==> src/rtl/adc_ovr_pkg.sv <==
package adc_ovr_pkg;
  localparam int unsigned ADDR_STAT = 2;
  localparam int unsigned ADDR_THR  = 5;
  localparam int unsigned STAT_OVR_BIT = 8;
endpackage

==> src/rtl/ovr_thr_reg.sv <==
module ovr_thr_reg #(
  parameter int unsigned DW = 16,
  parameter int unsigned AW = 4,
  parameter logic [DW-1:0] RST_VAL = 16'hCCCC
) (
  input  logic          clk_i,
  input  logic          rst_ni,
  input  logic          we_i,
  input  logic [AW-1:0] addr_i,
  input  logic [DW-1:0] wdata_i,
  output logic [DW-1:0] thr_o
);
  import adc_ovr_pkg::*;

  always_ff @(posedge clk_i or negedge rst_ni) begin
    if (!rst_ni) thr_o <= RST_VAL;
    else if (we_i && addr_i == AW'(ADDR_THR)) thr_o <= wdata_i;
  end
endmodule

==> src/rtl/ovr_mag_cmp.sv <==
module ovr_mag_cmp #(
  parameter int unsigned DW = 16
) (
  input  logic          clk_i,
  input  logic          rst_ni,
  input  logic          valid_i,
  input  logic [DW-1:0] data_i,
  input  logic [DW-1:0] thr_i,
  output logic          hit_o
);
  localparam logic [DW-1:0] MOST_NEG = {1'b1, {(DW-1){1'b0}}};
  localparam logic [DW-1:0] MOST_POS = {1'b0, {(DW-1){1'b1}}};

  logic [DW-1:0] mag;
  logic [DW-1:0] mag_x2;

  always_comb begin
    if (data_i == MOST_NEG)  mag = MOST_POS;
    else if (data_i[DW-1])   mag = (~data_i) + 1'b1;
    else                     mag = data_i;
  end

  // magnitude is a fraction of full scale; threshold spans the full unsigned range
  assign mag_x2 = {mag[DW-2:0], 1'b0};

  always_ff @(posedge clk_i or negedge rst_ni) begin
    if (!rst_ni)      hit_o <= 1'b0;
    else if (valid_i) hit_o <= (mag_x2 > thr_i);
  end
endmodule

==> src/rtl/ovr_run_det.sv <==
module ovr_run_det #(
  parameter int unsigned RUN_LIMIT = 4,
  localparam int unsigned CW = $clog2(RUN_LIMIT + 2)
) (
  input  logic          clk_i,
  input  logic          rst_ni,
  input  logic          valid_i,
  input  logic          over_i,
  output logic [CW-1:0] run_o,
  output logic          fast_o
);
  localparam logic [CW-1:0] SAT = CW'(RUN_LIMIT + 1);

  logic [CW-1:0] run_q;

  always_ff @(posedge clk_i or negedge rst_ni) begin
    if (!rst_ni) run_q <= '0;
    else if (valid_i) begin
      if (!over_i)          run_q <= '0;
      else if (run_q != SAT) run_q <= run_q + 1'b1;
    end
  end

  assign run_o  = run_q;
  assign fast_o = (run_q > CW'(RUN_LIMIT));
endmodule

==> src/rtl/adc_ovr_detect.sv <==
module adc_ovr_detect #(
  parameter int unsigned   DW        = 16,
  parameter int unsigned   AW        = 4,
  parameter int unsigned   RUN_LIMIT = 4,
  parameter bit            STICKY    = 1'b0,
  parameter logic [15:0]   THR_RST   = 16'hCCCC
) (
  input  logic          clk_i,
  input  logic          rst_ni,
  input  logic          dec_valid_i,
  input  logic [DW-1:0] dec_data_i,
  input  logic          mod_valid_i,
  input  logic          mod_over_i,
  input  logic          reg_we_i,
  input  logic [AW-1:0] reg_addr_i,
  input  logic [DW-1:0] reg_wdata_i,
  output logic [DW-1:0] reg_rdata_o,
  output logic          ovr_o
);
  import adc_ovr_pkg::*;
  localparam int unsigned CW = $clog2(RUN_LIMIT + 2);

  logic [DW-1:0] thr;
  logic          thr_hit;
  logic          fast_hit;
  logic [CW-1:0] run_cnt;
  logic          det;

  ovr_thr_reg #(.DW(DW), .AW(AW), .RST_VAL(DW'(THR_RST))) u_thr (
    .clk_i, .rst_ni,
    .we_i(reg_we_i), .addr_i(reg_addr_i), .wdata_i(reg_wdata_i),
    .thr_o(thr)
  );

  ovr_mag_cmp #(.DW(DW)) u_cmp (
    .clk_i, .rst_ni,
    .valid_i(dec_valid_i), .data_i(dec_data_i), .thr_i(thr),
    .hit_o(thr_hit)
  );

  ovr_run_det #(.RUN_LIMIT(RUN_LIMIT)) u_run (
    .clk_i, .rst_ni,
    .valid_i(mod_valid_i), .over_i(mod_over_i),
    .run_o(run_cnt), .fast_o(fast_hit)
  );

  assign det = thr_hit | fast_hit;

  generate
    if (STICKY) begin : g_sticky
      logic ovr_q;
      logic clr;
      assign clr = reg_we_i && reg_addr_i == AW'(ADDR_STAT);
      always_ff @(posedge clk_i or negedge rst_ni) begin
        if (!rst_ni) ovr_q <= 1'b0;
        else         ovr_q <= (ovr_q & ~clr) | det;
      end
      assign ovr_o = ovr_q;
    end else begin : g_level
      assign ovr_o = det;
    end
  endgenerate

  always_comb begin
    reg_rdata_o = '0;
    if (reg_addr_i == AW'(ADDR_THR))       reg_rdata_o = thr;
    else if (reg_addr_i == AW'(ADDR_STAT)) reg_rdata_o[STAT_OVR_BIT] = ovr_o;
  end
endmodule

==> config.mk <==
export PLATFORM = sky130hd
export DESIGN_NAME = adc_ovr_detect
export DESIGN_NICKNAME = d
export VERILOG_FILES = /design/src/rtl/adc_ovr_pkg.sv /design/src/rtl/ovr_thr_reg.sv /design/src/rtl/ovr_mag_cmp.sv /design/src/rtl/ovr_run_det.sv /design/src/rtl/adc_ovr_detect.sv
export SDC_FILE = /design/constraint.sdc
export NUM_CORES = 1
export LEC_CHECK = 0
export ABC_CLOCK_PERIOD_IN_PS = 2400
export BUFFER_PORTS_ARGS = -buffer_cell sky130_fd_sc_hd__buf_4
export CORE_ASPECT_RATIO = 1.2
export CORE_MARGIN = 5
export CORE_UTILIZATION = 51
export DETAILED_ROUTE_END_ITERATION = 12
export GPL_TIMING_DRIVEN = 0
export PLACE_DENSITY_LB_ADDON = 0.25
export SETUP_SLACK_MARGIN = 0.1
export SYNTH_ARGS = -nofsm -noshare
export SYNTH_HDL_FRONTEND = slang
export SYNTH_SLANG_ARGS = --single-unit
==> constraint.sdc <==
create_clock -name clk_i -period 2.4 [get_ports clk_i]
set_input_delay 0.48 -clock clk_i [delete_from_list [all_inputs] [get_ports clk_i]]
set_output_delay 0.48 -clock clk_i [all_outputs]
set_load 0.005 [all_outputs]
==> impl_metrics.toml <==
[status]
status = "finished, violations left"
violations = "negative setup slack"

[power]
power.density_nw_per_um2 = 484
p_switching_mw = 0.367
clkPwrFrac = 0.186
p_leak_nw = 1.16
comb_power_share = 0.395
vdd.ir_drop.worst_v = 0.000421
seqPwrFrac = 0.419
switching_share = 0.314
p_int_mw = 0.803

[global_route]
antenna_found_initial = 0
grt-ovfl-total = 0
grt_use_total = 0.181
grt_start_max_net_pins = 21
grt_pass1_vias = 1669
grt_pass1_wl_mm = 7.04

[sta]
grt_setup_unrepaired = "true"
min_period_ns = 2.90
layout_setup_ws_ns = -0.500
hold_viol_final = 0
fin_crit_sh = 1.21
relSlewSlack = 0.637
finalSetupViolCount = 1
clock_skew_ns = 0.00504
setup-tns-final_ns = -0.500
fmax_mhz = 345
hold-worst-slack_ns = 0.0864
worst_pin_slew_ns = 0.544
slew_violations = 0

[yosys]
syn_inst = 199
synthFlopType = "dfrtp_1"
ys_seq_area_frac = 0.288
synth_area_um2 = 1770
synth-compound-area-share = 0.143
syn-num-nets = 260
postSynthAreaPerCell_um2 = 8.91
synth_top_family_by_area = "simple AND/OR/NAND/NOR gates"
yosys.area_share.xor_xnor = 0.0346
yosysWarnings = 0
ys_async_sr_fraction = 1.00
synth_edf_count = 0
synth_mux_area_frac = 0.119
synth-simple-area-share = 0.223
synthAdderAreaFrac = 0.134
yosys_register_bits = 20
yosysUniqueCellTypes = 45

[hold_path]
hold_path_class = "input port to asynchronous set/reset pin"

[cells_and_area]
final_area_um2 = 2410
utilization = 0.723
final_common_cell = "buf_4"
antennaDiodeCount = 0
drive_above_1_share = 0.408
layout_common_cells = "58 x buf_4, 19 x nand2_1, 18 x inv_1"
nets = 324
area_growth_pct = 36.2
n_fill_cell = 271

[clocking]
clockRootBuffer = "clkbuf_8"
tritoncts = "done"
clkLatencyLatePin_ns = 0.25
clk_pin_slew_ns = 0.07
cts_max_path_buffers = 2
cts_made_buffers = 3
numClockSinks = 20
cts.htree.levels = 1

[flow_run]
max_cap_viol_count = 0

[drt]
routed.top_layer = "met4"
routed-wl-met2_mm = 2.18
dr_wl_met3_um = 242
remaining_drc_errors = 0
wl_per_cell_um = 14.3
num_vias = 1647
ant_nets = 0
via_per_inst = 5.51
dr.pass1.iters = 4
drt_iter0_drc = 100
drt_wl_total_mm = 4.27
wl_met1_mm = 1.76

[critical_path]
crit_top_cell = "ha_4"
critical-path-slowest-cell = "or4_1"
required_ns = 2.57
critPathCaptureType = "flop"
crit_type = "input port to flop"
crit_fanout = 6
path_cells = "buf_12, inv_12, ha_4, or4b_4, buf_6, or3_4, and3_4, o21ai_2, ha_4, nand4_1, or4_1, a31oi_1"
arrival_ns = 3.07
start_kind = "input port"
crit_path_max_incr_delay_ns = 0.53

[floorplanning]
die_h_um = 74.6
coreArea_um2 = 3340
start_util = 0.531
ioPinCount = 59
rows = 23
die_w_um = 63.8
dieArea_um2 = 4760

[placement]
hpwl_mm = 3.48
io_buffers = 58
place.gp.congestion = 0.769
placed_area_um2 = 2320
place_ws_ns = -0.879
==> flip-flops by register name (all words and copies together), names as in the netlist <==
register / cells
u_run.run_o: 3
u_thr.thr_o: 16
u_cmp.hit_o: 1
==> final timing paths <==
kind	from	slack, ns	endpoint	cells past startpoint
max	dec_data_i[1]	-0.50	u_cmp.hit_o$_DFFE_PN0P_	12
min	rst_ni	0.09	u_run.run_o[1]$_DFFE_PN0P_	1
max reg2reg	u_thr.thr_o[3]$_DFFE_PN1P_	0.52	u_cmp.hit_o$_DFFE_PN0P_	6
min reg2reg	u_thr.thr_o[12]$_DFFE_PN0P_	0.52	u_thr.thr_o[12]$_DFFE_PN0P_	1
max in group asynchronous	rst_ni	2.04	u_thr.thr_o[14]$_DFFE_PN1P_	1
min in group clk_i	mod_valid_i	0.41	u_run.run_o[2]$_DFFE_PN0P_	2
==> synth_stat cells, types with 4 or more instances <==
master | number | area share
ha_1 | 19 | 0.13
dfstp_2 | 8 | 0.12
mux2_2 | 17 | 0.11
xor2_1 | 5 | 0.025
nand2_1 | 19 | 0.040
and2_1 | 15 | 0.053
a21oi_1 | 13 | 0.037
nor2_1 | 6 | 0.013
o21ai_0 | 4 | 0.011
inv_1 | 20 | 0.042
clkbuf_1 | 5 | 0.011
dfrtp_1 | 12 | 0.17
or4_1 | 4 | 0.017
==> worst max-delay path, delay by kind of cell <==
family / cells / cell delay (ns)
adders and majority gates: 2 / 0.28
buffers and inverters: 3 / 0.30
AOI/OAI and AO/OA: 2 / 0.34
and+or+nand+nor: 5 / 1.67
==> stage by stage <==
stage	power (mW)	std cells
final	1.17	299
after global routing	1.26	299
after CTS	1.18	300
after detailed placement	0.938	294
after global placement	0.920	294
after floorplan	0.767	199
==> power by group through the flow <==
stage               Clock [mW]  Combinational (mW)  Sequential [mW]
floorplan                    0               0.292            0.475
global placement             0               0.429            0.491
detailed placement           0               0.443            0.495
CTS                      0.225               0.463            0.490
global route             0.233               0.528            0.501
finish                   0.218               0.462            0.490
==> cell families after synthesis <==
kind of cell,after synthesis
XOR/XNOR,7
adder cells (fa/ha/maj),19
flip-flops,20
AO/OA/AOI/OAI,38
buffers and inverters,27
multiplexers,19
AND/OR/NAND/NOR,69
==> layout make-up <==
cell class                      count  area (µm²)  area share
Buffer                              6        31.3      0.0130
Clock buffer                        4        45.0      0.0187
Inverter                           20        92.6      0.0383
Multi-Input combinational cell    152        1220       0.506
Sequential cell                    20         510       0.211
Tap cell                           37        46.3      0.0192
Timing Repair Buffer               60         467       0.193
==> what timing repair did <==
| action | in CTS | in global routing |
|---|---|---|
| setup buffers | 2 | 0 |
| pin swaps | 3 | 0 |
| setup endpoints to repair | 1 | 1 |
| hold buffers | 0 | 0 |
| gates resized for setup | 3 | 5 |
| cloned | 0 | 0 |
==> routing by layer <==
metal  GRT usage  vias to the layer above
met3      0.0363                        9
met2       0.333                       41
met1       0.210                      766
li1            -                      831
met4      0.0600                        0
met5           0                        -
(Power assumes the default switching activity.)
